==> src/rtl/fsel_pkg.sv <==
package fsel_pkg;
   localparam int FS_W   = 3;
   localparam int RB_W   = FS_W + 1;
   localparam int CODE_W = 3;

   typedef enum logic [CODE_W-1:0] {
      FREQ_NONE = 3'd0,
      FREQ_100  = 3'd1,
      FREQ_133  = 3'd2,
      FREQ_200  = 3'd3,
      FREQ_266  = 3'd4
   } freq_e;

   // strap word: [3]=table, [2]=C, [1]=B, [0]=A
   function automatic freq_e decode_strap(input logic [RB_W-1:0] s);
      freq_e f;
      f = FREQ_NONE;
      if (!s[RB_W-1]) begin
         case (s[FS_W-1:0])
            3'b101:  f = FREQ_100;
            3'b001:  f = FREQ_133;
            3'b010:  f = FREQ_200;
            3'b000:  f = FREQ_266;
            default: f = FREQ_NONE;
         endcase
      end else begin
         case (s[1:0])
            2'b00:   f = FREQ_100;
            2'b01:   f = FREQ_133;
            2'b10:   f = FREQ_200;
            default: f = FREQ_NONE;
         endcase
      end
      return f;
   endfunction
endpackage

==> src/rtl/fsel_sync.sv <==
module fsel_sync #(
   parameter int   STAGES  = 2,
   parameter logic RST_VAL = 1'b1
) (
   input  logic clk,
   input  logic rst_n,
   input  logic d_in,
   output logic q_out
);
   generate
      if (STAGES < 2) begin : g_bad_stages
         $error("fsel_sync: STAGES must be at least 2");
      end
   endgenerate

   logic [STAGES-1:0] chain;

   always_ff @(posedge clk or negedge rst_n) begin
      if (!rst_n) chain <= {STAGES{RST_VAL}};
      else        chain <= {chain[STAGES-2:0], d_in};
   end

   assign q_out = chain[STAGES-1];
endmodule

==> src/rtl/fsel_strap_latch.sv <==
module fsel_strap_latch #(
   parameter int W = 4
) (
   input  logic         clk,
   input  logic         rst_n,
   input  logic         sync_lvl,
   input  logic [W-1:0] straps,
   output logic         armed,
   output logic [W-1:0] captured
);
   generate
      if (W < 2) begin : g_bad_width
         $error("fsel_strap_latch: W must be at least 2");
      end
   endgenerate

   always_ff @(posedge clk or negedge rst_n) begin
      if (!rst_n) begin
         armed    <= 1'b0;
         captured <= '0;
      end else if (!armed && !sync_lvl) begin
         armed    <= 1'b1;
         captured <= straps;
      end
   end

   AST_ONE_SHOT_HOLDS: assert property (@(posedge clk) disable iff (!rst_n)
      armed |=> armed);
   AST_CAPTURE_FROZEN: assert property (@(posedge clk) disable iff (!rst_n)
      armed |=> $stable(captured));
   AST_FIRES_ON_LOW: assert property (@(posedge clk) disable iff (!rst_n)
      $rose(armed) |-> !$past(sync_lvl));
endmodule

==> src/rtl/fsel_pd_filter.sv <==
module fsel_pd_filter #(
   parameter int CONFIRM = 2
) (
   input  logic clk,
   input  logic rst_n,
   input  logic armed,
   input  logic sync_lvl,
   output logic pd_req
);
   generate
      if (CONFIRM < 1) begin : g_bad_confirm
         $error("fsel_pd_filter: CONFIRM must be at least 1");
      end
   endgenerate

   localparam int CW = $clog2(CONFIRM) + 1;
   localparam logic [CW-1:0] LAST = CW'(CONFIRM - 1);

   logic [CW-1:0] run_cnt;

   always_ff @(posedge clk or negedge rst_n) begin
      if (!rst_n) begin
         run_cnt <= '0;
         pd_req  <= 1'b0;
      end else if (!armed || !sync_lvl) begin
         run_cnt <= '0;
         pd_req  <= 1'b0;
      end else if (run_cnt < LAST) begin
         run_cnt <= run_cnt + 1'b1;
      end else begin
         pd_req  <= 1'b1;
      end
   end

   AST_PD_NEEDS_HIGH: assert property (@(posedge clk) disable iff (!rst_n)
      $rose(pd_req) |-> $past(sync_lvl));
   AST_PD_DROPS_ON_LOW: assert property (@(posedge clk) disable iff (!rst_n)
      (pd_req && !sync_lvl) |=> !pd_req);
   AST_PD_ONLY_ARMED: assert property (@(posedge clk) disable iff (!rst_n)
      !armed |-> !pd_req);
endmodule

==> src/rtl/fsel_decode.sv <==
module fsel_decode
   import fsel_pkg::*;
#(
   parameter bit OUT_REG = 1'b0
) (
   input  logic              clk,
   input  logic              rst_n,
   input  logic              valid,
   input  logic [RB_W-1:0]   strap,
   output logic [CODE_W-1:0] code,
   output logic              rsvd
);
   freq_e dec;
   logic  rsvd_c;

   always_comb begin
      dec    = valid ? decode_strap(strap) : FREQ_NONE;
      rsvd_c = valid && (dec == FREQ_NONE);
   end

   generate
      if (OUT_REG) begin : g_reg
         always_ff @(posedge clk or negedge rst_n) begin
            if (!rst_n) begin
               code <= '0;
               rsvd <= 1'b0;
            end else begin
               code <= dec;
               rsvd <= rsvd_c;
            end
         end
      end else begin : g_comb
         assign code = dec;
         assign rsvd = rsvd_c;
      end
   endgenerate

   AST_RSVD_ZERO_CODE: assert property (@(posedge clk) disable iff (!rst_n)
      rsvd |-> (code == '0));
   AST_CODE_IN_RANGE: assert property (@(posedge clk) disable iff (!rst_n)
      code <= CODE_W'(FREQ_266));
endmodule

==> src/rtl/fsel_strap_ctrl.sv <==
module fsel_strap_ctrl
   import fsel_pkg::*;
#(
   parameter int SYNC_STAGES = 2,
   parameter int PD_CONFIRM  = 2,
   parameter bit DECODE_REG  = 1'b0
) (
   input  logic              clk,
   input  logic              rst_n,
   input  logic              pwrgd_pd_in,
   input  logic [FS_W-1:0]   fs_strap,
   input  logic              tbl_strap,
   output logic [RB_W-1:0]   strap_rb,
   output logic [CODE_W-1:0] freq_code,
   output logic              freq_rsvd,
   output logic              pd_req
);
   logic pin_sync;
   logic armed;

   fsel_sync #(.STAGES(SYNC_STAGES), .RST_VAL(1'b1)) u_sync (
      .clk   (clk),
      .rst_n (rst_n),
      .d_in  (pwrgd_pd_in),
      .q_out (pin_sync)
   );

   fsel_strap_latch #(.W(RB_W)) u_latch (
      .clk      (clk),
      .rst_n    (rst_n),
      .sync_lvl (pin_sync),
      .straps   ({tbl_strap, fs_strap}),
      .armed    (armed),
      .captured (strap_rb)
   );

   fsel_decode #(.OUT_REG(DECODE_REG)) u_dec (
      .clk   (clk),
      .rst_n (rst_n),
      .valid (armed),
      .strap (strap_rb),
      .code  (freq_code),
      .rsvd  (freq_rsvd)
   );

   fsel_pd_filter #(.CONFIRM(PD_CONFIRM)) u_pd (
      .clk      (clk),
      .rst_n    (rst_n),
      .armed    (armed),
      .sync_lvl (pin_sync),
      .pd_req   (pd_req)
   );

   AST_IDLE_READBACK_ZERO: assert property (@(posedge clk) disable iff (!rst_n)
      !armed |-> (strap_rb == '0));
endmodule

==> config.mk <==
export PLATFORM = sky130hd
export DESIGN_NAME = fsel_strap_ctrl
export DESIGN_NICKNAME = d
export VERILOG_FILES = /design/src/rtl/fsel_pkg.sv /design/src/rtl/fsel_sync.sv /design/src/rtl/fsel_strap_latch.sv /design/src/rtl/fsel_pd_filter.sv /design/src/rtl/fsel_decode.sv /design/src/rtl/fsel_strap_ctrl.sv
export SDC_FILE = /design/constraint.sdc
export NUM_CORES = 1
export LEC_CHECK = 0
export BUFFER_PORTS_ARGS = -buffer_cell sky130_fd_sc_hd__clkbuf_2
export CORE_AREA = 2 2 39 41
export CTS_BUF_LIST = sky130_fd_sc_hd__clkbuf_8
export DETAILED_ROUTE_END_ITERATION = 12
export DIE_AREA = 0 0 41 43
export PLACE_DENSITY = 0.67
export REMOVE_ABC_BUFFERS = 1
export SLEW_MARGIN = 20
export SYNTH_ARGS = -nofsm -noshare
export SYNTH_HDL_FRONTEND = slang
export SYNTH_SLANG_ARGS = --single-unit
==> constraint.sdc <==
create_clock -name clk -period 1.4 [get_ports clk]
set_clock_uncertainty 0.15 [all_clocks]
set_input_delay 0.07 -clock clk [delete_from_list [all_inputs] [get_ports clk]]
set_output_delay 0.07 -clock clk [all_outputs]
set_load 0.05 [all_outputs]
==> impl_metrics.env <==
export IMPL_wl_met3_um=61
export IMPL_die_x_um=41
export IMPL_synthTopCellsByCount="dfrtp_1 (8), ha_1 (5), inv_1 (5), nand2_1 (5), mux2i_1 (3)"
export IMPL_synth_top_cell_by_area="dfrtp_1"
export IMPL_die_h_um=43
export IMPL_yosys_area_top_type_share_pct=38.5
export IMPL_grt_pass1_wl_um=1750
export IMPL_post_synth_top_count_cell="dfrtp_1"
export IMPL_crit_top_cell="mux2i_1"
export IMPL_worst_r2r_cell_count=2
export IMPL_clk_pin_slew_worst_paths_ns=0.05
export IMPL_root_buffer="clkbuf_8"
export IMPL_setup_tns_ns=-1.81
export IMPL_hold_viol=0
export IMPL_p_leak_nw=0.432
export IMPL_wl_um=1250
export IMPL_grt_pass1_vias=411
export IMPL_slew_violations=0
export IMPL_comb_power_share_pct=34.7
export IMPL_synthAdderAreaFrac_pct=12.0
export IMPL_synthTopCellsByArea="dfrtp_1 (38%), ha_1 (12%), dfstp_2 (10%), mux2i_1 (5.8%), mux2_4 (5.8%)"
export IMPL_violations="setup timing"
export IMPL_synth_top_family_by_area="adder cells"
export IMPL_synth_compound_area_share_pct=10.8
export IMPL_num_antenna_cells=0
export IMPL_num_rows=14
export IMPL_postRouteAntennaNets=0
export IMPL_irDropWorstVdd_uv=1030
export IMPL_slowest_delay_ns=0.44
export IMPL_synth_cell_types=21
export IMPL_drcViolationCount=0
export IMPL_synthXorXnorAreaFrac_pct=1.68
export IMPL_syn_area_um2=520
export IMPL_finalWorstSetupSlack_ns=-0.483
export IMPL_path_max_fanout=4
export IMPL_firstDrtPassIters=2
export IMPL_hold_ws_ns=0.0804
export IMPL_worstReg2RegEnd="u_latch.captured[3]"
export IMPL_grt_overflow_total=0
export IMPL_path_cells="buf_12 -> ha_4 -> mux2i_1 -> mux2i_1 -> nor3_1 -> buf_4"
export IMPL_cp_slowest_cell="dfrtp_2"
export IMPL_muxShareOfSynthArea_pct=11.5
export IMPL_crit_type="reg -> out"
export IMPL_vias_per_cell=4.68
export IMPL_wl_per_cell_um=12.7
export IMPL_cts_buffers=3
export IMPL_r2r_setup_slack_ns=0.12
export IMPL_clockBufferDepth=2
export IMPL_dpl_cell_count=84
export IMPL_hpwl_um=743
export IMPL_slew_headroom_pct=81.7
export IMPL_vias=459
export IMPL_met1_length_um=534
export IMPL_synth_simple_area_share_pct=11.8
export IMPL_dr_wl_met2_um=652
export IMPL_groute_usage_overall_pct=15.8
export IMPL_synth_warnings=0
export IMPL_r2r_start="u_latch.armed"
export IMPL_syn_avg_cell_area_um2=11.3
export IMPL_antenna_found_initial=0
export IMPL_worst_pin_slew_ns=0.276
export IMPL_clk_latency_ns=0.23
export IMPL_synth_edf_count=0
export IMPL_power_internal_mw=0.756
export IMPL_clockPowerShare_pct=32.1
export IMPL_portBuffers=15
export IMPL_fin_util_pct=67.4
export IMPL_ys_flop_type="dfrtp_1"
export IMPL_drv_cap=0
export IMPL_period_share_pct=135
export IMPL_top_layer="met3"
export IMPL_outcome="finished with violations"
export IMPL_worstSetupStartpointType="flip-flop"
export IMPL_required_ns=1.18
export IMPL_netSwitchingPower_mw=0.372
export IMPL_dieArea_mm2=0.00176
export IMPL_syn_inst=46
export IMPL_io_pins=16
export IMPL_switching_share_pct=33.0
export IMPL_hp_class="in -> async"
export IMPL_nFillCells=104
export IMPL_synthArstFlopShare_pct=100
export IMPL_ctsHtreeMaxLevel=1
export IMPL_worstPathArrival_ns=1.66
export IMPL_gp_congestion=0.746
export IMPL_cts_sinks=10
export IMPL_coreArea_mm2=0.00138
export IMPL_setup_worst_path_start="u_latch.captured[0]"
export IMPL_cts_tree="yes"
export IMPL_ys_ff_latch=10
export IMPL_grt_start_max_net_pins=11
export IMPL_setup_viol=4
export IMPL_rsz0062_at_grt="yes"
export IMPL_initial_core_util_pct=37.6
export IMPL_syn_to_final_growth_pct=79.1
export IMPL_stdcell_count=98
export IMPL_drtIter0Drc=1
export IMPL_cp_end_kind="primary output"
export IMPL_yosysSeqAreaShare_pct=48.6
export IMPL_layout_drive_gt1_share_pct=54.9
export IMPL_power_density_mw_per_mm2=1210
export IMPL_num_nets_final=95
export IMPL_layout_min_cycle_time_ns=1.88
export IMPL_fmax_ghz=0.531
export IMPL_seqPwrFrac_pct=33.2
-- cell usage in the layout, fill, tap and decap left out, types with 2 or more instances in the layout --
master	n
clkbuf_2	11
nand2_1	5
buf_8	2
o21ai_1	2
clkbuf_8	5
inv_1	3
buf_6	2
buf_4	9
dfrtp_1	6
dfrtp_2	2
mux2_4	2
dfstp_2	2
ha_4	4
nor2_1	2
dlygate4sd3_1	6
mux2i_1	3
-- critical path: cells and delay by family (launching register included) --
| kind | cells | cell delay [ns] |
|---|---|---|
| buffers and inverters | 2 | 0.36 |
| and+or+nand+nor | 1 | 0.19 |
| DFF | 1 | 0.44 |
| muxes | 2 | 0.28 |
| adders and majority gates | 1 | 0.16 |
-- metal layers --
metal	vias to the layer above	GRT usage [%]
li1	228	-
met3	0	9.42
met5	-	0
met1	222	18.9
met2	9	23.4
met4	0	4.00
-- final cells by class --
| cell class | instances | area, µm² | area share, % |
|---|---|---|---|
| Clock buffer | 4 | 55.1 | 5.91 |
| Inverter | 5 | 21.3 | 2.28 |
| Multi-Input combinational cell | 31 | 312 | 33.4 |
| Sequential cell | 10 | 255 | 27.4 |
| Tap cell | 16 | 20.0 | 2.15 |
| Timing Repair Buffer | 32 | 269 | 28.9 |
-- worst max path at each step --
stage	end	slack (ns)	cells past startpoint
after floorplan	freq_rsvd	-1.25	4
after global placement	freq_rsvd	-0.29	5
after detailed placement	freq_rsvd	-0.30	5
after CTS	freq_code[0]	-0.43	6
after global routing	freq_rsvd	-0.57	6
final	freq_rsvd	-0.48	6
-- sequential cells by signal, indices dropped and copies added, names as in the netlist --
register / cells
u_pd.pd_req: 1
u_latch.captured: 4
u_latch.armed: 1
u_pd.run_cnt: 2
u_sync.chain: 2
-- stage by stage --
step           instance area, µm²  total power [mW]  setup WS [ns]
2_1_floorplan                 520             0.621          -1.25
3_3_place_gp                  668             0.691         -0.285
3_5_place_dp                  668             0.705         -0.300
4_1_cts                       887              1.11         -0.434
5_1_grt                       932              1.20         -0.568
6_report                      932              1.13         -0.483
-- power groups by stage --
stage / logic [mW] / registers [mW] / clock network, mW
floorplan: 0.190 / 0.431 / 0
detailed placement: 0.332 / 0.373 / 0
global route: 0.427 / 0.381 / 0.387
finish: 0.391 / 0.375 / 0.362
CTS: 0.375 / 0.373 / 0.364
global placement: 0.320 / 0.371 / 0
-- timing repair --
action                                 CTS  global route
setup buffers                            2             2
resized for setup                       22             5
pin swaps                                3             1
setup endpoints to repair                4             4
hold buffers                             6             0
endpoints found under the hold margin   15             0
cloned                                   0             0
-- kinds of logic (layout without fill, tap and decap cells) --
group                      after synthesis  in the layout
and+or+nand+nor                         12             12
DFF                                     10             10
AOI/OAI and AO/OA                        8              8
adders and majority gates                5              5
muxes                                    5              5
buffers and inverters                    5             41
xor gates and xnor gates                 1              1
Power figures use the tool's default switching activity.
